### config.mk
export PLATFORM = sky130hd
export DESIGN_NAME = rxto_detect
export DESIGN_NICKNAME = d
export VERILOG_FILES = /design/src/rtl/rxto_pkg.sv /design/src/rtl/rxto_timer.sv /design/src/rtl/rxto_tap.sv /design/src/rtl/rxto_chan.sv /design/src/rtl/rxto_detect.sv
export SDC_FILE = /design/constraint.sdc
export NUM_CORES = 1
export LEC_CHECK = 0
export CAP_MARGIN = 20
export CORE_MARGIN = 8
export CORE_UTILIZATION = 42
export DETAILED_ROUTE_END_ITERATION = 7
export GPL_ROUTABILITY_DRIVEN = 0
export GPL_TIMING_DRIVEN = 0
export HOLD_SLACK_MARGIN = 0.02
export RECOVER_POWER = 100
export SYNTH_ARGS = -nofsm -noshare
export SYNTH_HDL_FRONTEND = slang
export SYNTH_SLANG_ARGS = --single-unit
### constraint.sdc
create_clock -name clk -period 2.2 [get_ports clk]
set_clock_uncertainty 0.15 [all_clocks]
set_input_delay 0.22 -clock clk [delete_from_list [all_inputs] [get_ports clk]]
set_output_delay 0.22 -clock clk [all_outputs]
set_load 0.05 [all_outputs]
### src/rtl/rxto_pkg.sv
package rxto_pkg;

    localparam int TMR_W   = 19;
    localparam int BASE_W  = 4;
    localparam int LIM_W   = 4;
    localparam int MIN_LIM = 2;

    typedef logic [LIM_W-1:0]  lim_t;
    typedef logic [BASE_W-1:0] base_t;

    typedef struct packed {
        base_t base;
        lim_t  limit;
    } chan_cfg_t;

    typedef struct packed {
        logic en;
        logic en_wr1;
        logic stat_wr1;
    } chan_ctl_t;

    typedef enum logic [1:0] {
        CH_IDLE    = 2'd0,
        CH_COUNT   = 2'd1,
        CH_EXPIRED = 2'd2
    } ch_phase_e;

    function automatic logic lim_ok(lim_t l);
        return l >= lim_t'(MIN_LIM);
    endfunction

endpackage

### src/rtl/rxto_timer.sv
module rxto_timer #(
    parameter int TMR_W = rxto_pkg::TMR_W
) (
    input  logic             clk,
    input  logic             rst,
    input  logic             tick,
    output logic [TMR_W-1:0] flips
);
    logic [TMR_W-1:0] timer_q;
    logic [TMR_W-1:0] timer_inc;

    always_comb timer_inc = timer_q + 1'b1;

    always_ff @(posedge clk) begin
        if (rst) begin
            timer_q <= '0;
            flips   <= '0;
        end else if (tick) begin
            timer_q <= timer_inc;
            flips   <= timer_q ^ timer_inc;
        end else begin
            flips   <= '0;
        end
    end

    assert_step_R1: assert property (@(posedge clk) disable iff (rst)
        tick |=> (timer_q == $past(timer_q) + 1'b1));
    assert_hold_R1: assert property (@(posedge clk) disable iff (rst)
        !tick |=> ($stable(timer_q) && flips == '0));
    assert_lsb_flip_R1: assert property (@(posedge clk) disable iff (rst)
        tick |=> flips[0]);
endmodule

### src/rtl/rxto_tap.sv
module rxto_tap #(
    parameter int TMR_W  = rxto_pkg::TMR_W,
    parameter int BASE_W = rxto_pkg::BASE_W
) (
    input  logic [TMR_W-1:0]  flips,
    input  logic [BASE_W-1:0] base,
    output logic              unit_edge
);
    localparam int IDX_W = (TMR_W > 1) ? $clog2(TMR_W) : 1;
    localparam int SEL_W = (IDX_W > BASE_W) ? IDX_W : BASE_W;

    logic [SEL_W-1:0] sel;

    always_comb begin
        sel = SEL_W'(base);
        if (sel < SEL_W'(TMR_W))
            unit_edge = flips[sel[IDX_W-1:0]];
        else
            unit_edge = 1'b0;
    end
endmodule

### src/rtl/rxto_chan.sv
module rxto_chan
    import rxto_pkg::*;
(
    input  logic      clk,
    input  logic      rst,
    input  logic      unit_edge,
    input  chan_cfg_t cfg,
    input  chan_ctl_t ctl,
    input  logic      fifo_wr,
    input  logic      fifo_nempty,
    output logic      flag
);
    lim_t      cnt_q, cnt_d;
    logic      en_q;
    logic      clr_evt;
    logic      armed;
    logic      can_step;
    logic      hit;
    logic      flag_d;
    ch_phase_e phase;

    always_comb begin
        clr_evt  = ctl.stat_wr1 | ctl.en_wr1 | (ctl.en ^ en_q);
        armed    = ctl.en & fifo_nempty & lim_ok(cfg.limit);
        can_step = armed & ~fifo_wr & unit_edge & ~flag & (cnt_q < cfg.limit);
        hit      = can_step & (lim_t'(cnt_q + 1'b1) == cfg.limit);

        if (!armed || fifo_wr)
            cnt_d = '0;
        else if (can_step)
            cnt_d = lim_t'(cnt_q + 1'b1);
        else
            cnt_d = cnt_q;

        if (clr_evt)
            flag_d = 1'b0;
        else if (hit)
            flag_d = 1'b1;
        else
            flag_d = flag;

        if (flag)
            phase = CH_EXPIRED;
        else if (armed)
            phase = CH_COUNT;
        else
            phase = CH_IDLE;
    end

    always_ff @(posedge clk) begin
        if (rst) begin
            cnt_q <= '0;
            en_q  <= 1'b0;
            flag  <= 1'b0;
        end else begin
            cnt_q <= cnt_d;
            en_q  <= ctl.en;
            flag  <= flag_d;
        end
    end

    assert_rise_at_limit_R2: assert property (@(posedge clk) disable iff (rst)
        $rose(flag) |-> (cnt_q == $past(cfg.limit)));
    assert_bad_limit_R3: assert property (@(posedge clk) disable iff (rst)
        $rose(flag) |-> lim_ok($past(cfg.limit)));
    assert_restart_R4: assert property (@(posedge clk) disable iff (rst)
        fifo_wr |=> (cnt_q == '0));
    assert_empty_R5: assert property (@(posedge clk) disable iff (rst)
        !fifo_nempty |=> (cnt_q == '0));
    assert_need_enable_R6: assert property (@(posedge clk) disable iff (rst)
        $rose(flag) |-> $past(ctl.en && fifo_nempty && !fifo_wr));
    assert_sticky_R7: assert property (@(posedge clk) disable iff (rst)
        (flag && !ctl.stat_wr1 && !ctl.en_wr1 && (ctl.en == en_q)) |=> flag);
    assert_stat_clear_R8: assert property (@(posedge clk) disable iff (rst)
        ctl.stat_wr1 |=> !flag);
    assert_en_clear_R9: assert property (@(posedge clk) disable iff (rst)
        (ctl.en_wr1 || (ctl.en != en_q)) |=> !flag);
    assert_phase_R2: assert property (@(posedge clk) disable iff (rst)
        (phase == CH_IDLE) |=> (cnt_q == '0));
endmodule

### src/rtl/rxto_detect.sv
module rxto_detect
    import rxto_pkg::*;
#(
    parameter int NCH = 2
) (
    input  logic              clk,
    input  logic              rst,
    input  logic              tmr_tick,
    input  logic [4*NCH-1:0]  cfg_base,
    input  logic [4*NCH-1:0]  cfg_limit,
    input  logic [NCH-1:0]    irq_en,
    input  logic [NCH-1:0]    irq_en_wr1,
    input  logic [NCH-1:0]    stat_wr1,
    input  logic [NCH-1:0]    fifo_wr,
    input  logic [NCH-1:0]    fifo_nempty,
    output logic [NCH-1:0]    rx_timeout
);
    logic [TMR_W-1:0] flips;

    rxto_timer #(.TMR_W(TMR_W)) u_timer (
        .clk   (clk),
        .rst   (rst),
        .tick  (tmr_tick),
        .flips (flips)
    );

    for (genvar ch = 0; ch < NCH; ch++) begin : g_ch
        chan_cfg_t cfg;
        chan_ctl_t ctl;
        logic      unit_edge;

        always_comb begin
            cfg.base     = cfg_base[ch*BASE_W +: BASE_W];
            cfg.limit    = cfg_limit[ch*LIM_W +: LIM_W];
            ctl.en       = irq_en[ch];
            ctl.en_wr1   = irq_en_wr1[ch];
            ctl.stat_wr1 = stat_wr1[ch];
        end

        rxto_tap #(.TMR_W(TMR_W), .BASE_W(BASE_W)) u_tap (
            .flips     (flips),
            .base      (cfg.base),
            .unit_edge (unit_edge)
        );

        rxto_chan u_chan (
            .clk         (clk),
            .rst         (rst),
            .unit_edge   (unit_edge),
            .cfg         (cfg),
            .ctl         (ctl),
            .fifo_wr     (fifo_wr[ch]),
            .fifo_nempty (fifo_nempty[ch]),
            .flag        (rx_timeout[ch])
        );
    end

    assert_reset_R10: assert property (@(posedge clk)
        rst |=> (rx_timeout == '0));
endmodule

Word-level counts from Yosys, hierarchy flattened
Index checks and enable logic that the tools add are counted.
{"block": "word_totals", "output_inout_bits": 2, "register_bits": 47, "in_bits": 29}
{"block": "classes", "n_eq_ne": 2, "reduce_logical": 9, "magnitude_cmp": 8, "bitwise": 26, "n_mux": 6, "addsub": 3}
{"op": "$add A19 B1 Y19 const B", "count": 1}
{"op": "$xor A16 B16 Y16", "count": 1}
{"op": "$and A1 B1 Y1", "count": 14}
{"op": "$lt A4 B6 Y1 const B", "count": 2}
{"op": "$lt A4 B5 Y1 const B", "count": 2}
{"op": "$reduce_or A2 Y1", "count": 5}
{"op": "$add A4 B1 Y4 const B", "count": 2}
{"op": "$bmux W1 S4", "count": 2}
{"op": "$eq A4 B4 Y1", "count": 2}
{"op": "$ge A4 B2 Y1 const B", "count": 2}
{"op": "$lt A4 B4 Y1", "count": 2}
{"op": "$not A1 Y1", "count": 5}
{"op": "$mux W1", "count": 4}
{"op": "$or A1 B1 Y1", "count": 4}
{"op": "$logic_not A1 Y1", "count": 2}
{"op": "$logic_or A1 B1 Y1", "count": 2}
{"op": "$xor A1 B1 Y1", "count": 2}

Longest topological paths before layout
{"block": "depth", "word_depth": 7, "ltp_mapped": 7, "mapped_depth_nobuf": 7}

Modules after synthesis
From an unflattened synthesis, not the netlist that was laid out.
{"block": "unflattened", "hier_cells": 252, "area_unflattened_um2": 2449.8}
{"mod": "rxto_timer", "n_inst": 1, "cells_each": 134, "area_each_um2": 1311.3, "seq_area_each_um2": 740.7}
{"mod": "rxto_chan", "n_inst": 2, "cells_each": 52, "area_each_um2": 434.2, "seq_area_each_um2": 120.1}
{"mod": "rxto_tap", "n_inst": 2, "cells_each": 7, "area_each_um2": 135.1, "seq_area_each_um2": 0.0}

Worst setup path after synthesis
OpenSTA, ideal clock, no wires.
{"block": "synth_timing", "path_kind": "register to register", "startpoint": "reg u_timer.timer_q[1]", "endpoint": "reg u_timer.timer_q[14]", "setup_ns": 0.126, "stages_incl_launch_ff": 7, "arrival_time_ns": 1.651, "n_path_buf": 0, "setup_slack_ns": 0.273, "synth_period_minus_slack_ns": 1.927, "required_time_ns": 1.924, "cell_sequence": "dfxtp_1 -> ha_1 -> nand4_1 -> nor4_1 -> nand3_1 -> xor2_1 -> nor2_1"}
{"block": "synth_via", "elab_chain_cells": 1}
{"item": "start: declaration", "line_no": "rxto_timer.sv:9", "source": "logic [TMR_W-1:0] timer_q;"}
{"item": "start signal: assignment", "line_no": "rxto_timer.sv:19", "source": "timer_q <= timer_inc;"}
{"item": "$add A19 B1 Y19", "line_no": "rxto_timer.sv:12", "source": "always_comb timer_inc = timer_q + 1'b1;"}
Every way passes these cells.
A chain may end at the register's enable or synchronous reset.

Final worst setup path
{"block": "layout_timing", "startpoint": "in cfg_base[6]", "endpoint": "reg g_ch[1].u_chan.cnt_q[3]"}
{"block": "layout_via", "elab_chain_cells": 6, "elab_cells_between_ends": 7, "classes_between": "order compare (1); mux (3); bitwise (3)"}
{"item": "start: declaration", "line_no": "rxto_detect.sv:9", "source": "input logic [4*NCH-1:0] cfg_base,"}
{"item": "$bmux W1 S4", "line_no": "rxto_tap.sv:17", "source": "unit_edge = flips[sel[IDX_W-1:0]];"}
{"item": "$mux W1 (not written as such)", "line_no": "rxto_tap.sv:17"}
{"item": "$mux W1 (*)", "line_no": "rxto_tap.sv:16", "source": "if (sel < SEL_W'(TMR_W))"}
{"item": "$and A1 B1 Y1 (*) (3 in series)", "line_no": "rxto_chan.sv:25", "source": "can_step = armed & ~fifo_wr & unit_edge & ~flag & (cnt_q < cfg.limit);"}
{"item": "end signal: assignment", "line_no": "rxto_chan.sv:56", "source": "cnt_q <= cnt_d;"}
{"item": "end: declaration", "line_no": "rxto_chan.sv:13", "source": "lim_t cnt_q, cnt_d;"}
Every way passes the cells marked *; elsewhere a longest branch is shown, timed or not. The select of a mux whose other input is x is not followed.

==> metrics.yaml <==
dp_worst_setup_slack_ns: -0.4171
yosysWarnings: 0
cts_made_buffers: 5
seq_area_sq_um: 860.8
syn_inst: 218
firstDrtPassIters: 3
wl_um: 4177
ctsHoldBuffers: 0
yosysTopAreaCell: "dfxtp_1"
critical-path-slowest-cell: "dlygate4sd3_1"
synth_xor_area_share_pct: 12.17
die_y_um: 87.69
worstSkewPairLatency_ns: 0.29
syn_area_sq_um: 2158
fin_nets: 295
syn_to_final_growth_pct: 24.58
avgSynthCellArea_sq_um: 9.901
p_total_mw: 1.545
cts_sinks: 43
path_max_fanout: 6
antenna_found_initial: 0
r2r_start: "g_ch[1].u_chan.cnt_q[1]$_SDFFE_PP0P_"
grt_pass1_vias: 1642
crit_buf_inv: 1
placed_cell_area_sq_um: 2536
yosys.area_share.adder_pct: 6.377
path_delay_family: "multiplexers"
fmax_mhz: 465.7
ir_drop_mv: 0.4547
min_period_over_period_pct: 97.60
dp.final_hpwl_um: 3364
layout_commonest_cell: "dfxtp_1"
start_kind: "input port"
synth-seq-cells: 43
port_buffers: 29
grt_usage_pct: 11.92
syn_nets: 258
start_util_pct: 42.80
slowest_delay_ns: 0.63
synth-main-ff-cell: "dfxtp_1"
seq_area_frac_synth_pct: 39.88
power.density_nw_per_um2: 574.6
yosys.area_share.simple_pct: 20.41
synth_top_family_by_area: "simple AND/OR/NAND/NOR gates"
slew_headroom_pct: 58.98
ios: 31
die_x_um: 87.69
p_leak_nw: 1.096
clockBufferDepth: 2
period_needed_ns: 2.147
vias_per_cell: 4.920
grt_pass1_wl_um: 7217
hold_viol: 0
yosysTopAreaCellShare_pct: 39.88
drc: 0
worstRegToRegCells: 6
critPathKind: "input port to flop"
hold_slack_ns: 0.1242
finalMaxSlewViolations: 0
path_cells: "dlygate4sd3_1 > mux4_1 > mux2i_1 > mux2_4 > or4_1 > a21oi_1"
design_area_sq_um: 2689
ant_nets: 0
num_vias: 1604
worst_ep_required_time_ns: 2.28
synth-edff-count: 0
r2r-end: "g_ch[1].u_chan.cnt_q[3]$_SDFFE_PP0P_"
grt_overflow: 0
synth_cell_types: 32
antenna_cells: 0
tightest_slew_ns: 0.6097
cts_root_buf: "clkbuf_8"
wl_per_cell_um: 12.81
path_clk_slew_ns: 0.08
die-area_sq_um: 7689
rsz0062_at_grt: "false"
n_fill_cell: 464
drive_above_1_share_pct: 7.031
grt_start_max_net_pins: 16
hp-start: "tmr_tick"
arrival_ns: 2.22
worstHoldPathCells: 2
cts_tree: "built"
worstHoldPathType: "input port to flop"
setup_violations: 0
synthMuxAreaShare_pct: 13.80
status: "complete, no violations"
synthArstFlopShare_pct: 0
holdPathEnd: "u_timer.flips[0]$_SDFF_PP0_"
synth-compound-area-share_pct: 4.000
rows: 26
end_kind: "flop"
htree_levels: 2
layout_common_cells: "43 x dfxtp_1, 28 x nor2_1, 23 x clkdlybuf4s50_1, 16 x xor2_1, 14 x xnor2_1"
synth_area_leaders: "dfxtp_1 40%, mux4_1 9.7%, xor2_1 6.5%"
setup_ws_ns: 0.05290
drt_iter0_drc: 39
r2r_slack_ns: 0.17
multi_input_area_sq_um: 1254
max_cap_viol_count: 0
coreArea_sq_um: 5042
==> layout make-up <==
cell class / count / share of cell area [%]
well taps: 70 / 3.257
clock buffers: 5 / 2.559
clock inverters: 3 / 1.722
inverters: 11 / 1.536
repair buffers: 30 / 11.12
plain buffers: 6 / 1.163
flip-flops and latches: 43 / 32.01
multi-input cells: 158 / 46.63
==> per-stage QoR <==
stage | util (%) | std cells | setup TNS [ns]
2_1_floorplan | - | 218 | 0
3_3_place_gp | 50.30 | 317 | -2.578
3_5_place_dp | 50.30 | 317 | -2.664
4_1_cts | 52.93 | 326 | 0
5_1_grt | 53.33 | 326 | 0
6_report | 53.33 | 326 | 0
==> metal layers <==
metal  GRT usage, %  wire length [um]  share of wire, %  vias up
li1               -                 -                 -      840
met1          13.05              1853                44      745
met2          21.35              2124                51       15
met3          3.659               162               3.9        4
met4          3.750                37              0.89        0
met5              0                 0                 0        -
==> kinds of logic (layout without fill, tap and decap cells) <==
family / after synthesis / count (layout)
fa+ha+maj: 11 / 11
compound gates: 14 / 14
xor+xnor: 30 / 30
mux: 15 / 15
buf+inv: 17 / 55
simple gates: 88 / 88
flops: 43 / 43
==> where the power goes <==
part / switching [mW] / internal (mW)
combinational: 0.0570 / 0.0814
sequential: 0.00678 / 0.786
clock: 0.272 / 0.342
total: 0.336 / 1.21
==> worst register-to-register path, delay by kind of cell (launching register included) <==
kind	cells	cell delay [ns]
adders and majority gates	1	0.24
and+or+nand+nor	3	0.76
AOI/OAI and AO/OA	2	0.43
DFF	1	0.39
==> worst max path at each step <==
stage                                                from                                   end  slack (ns)  depth (start not counted)
after floorplan           u_timer.timer_q[1]$_SDFFE_PP0P_      u_timer.timer_q[14]$_SDFFE_PP0P_        0.27                          6
after CTS                 u_timer.timer_q[1]$_SDFFE_PP0P_      u_timer.timer_q[12]$_SDFFE_PP0P_        0.02                          6
after global placement                        cfg_base[2]  g_ch[0].u_chan.cnt_q[1]$_SDFFE_PP0P_       -0.41                          6
after detailed placement                      cfg_base[2]  g_ch[0].u_chan.cnt_q[1]$_SDFFE_PP0P_       -0.42                          6
after global routing                         cfg_limit[1]  g_ch[0].u_chan.cnt_q[1]$_SDFFE_PP0P_      0.0002                          8
final                                         cfg_base[6]  g_ch[1].u_chan.cnt_q[3]$_SDFFE_PP0P_        0.05                          6
==> what timing repair did <==
item / 4_1_cts / 5_1_grt
buffers inserted: 1 / 0
pin swaps: 1 / 2
setup endpoints to repair: 7 / 4
gates resized for setup: 3 / 4
==> sequential cells by signal, indices dropped and copies added, names as in the netlist <==
name	count
g_ch.u_chan.cnt_q	8
g_ch.u_chan.flag	2
u_timer.flips	16
u_timer.timer_q	15
g_ch.u_chan.en_q	2
==> cell usage after synthesis, drive strengths merged, types with 4 or more instances <==
cell   instances
and3           4
nor2b          5
buf            5
nor2          28
nor3           7
inv           11
and2           5
nand3         11
nand2         10
xor2          16
a21oi          4
mux4           9
ha            11
nand4          5
xnor2         14
o31ai          4
nor4           5
mux2i          5
dfxtp         43
No activity file was read; power rests on OpenSTA's default activity.
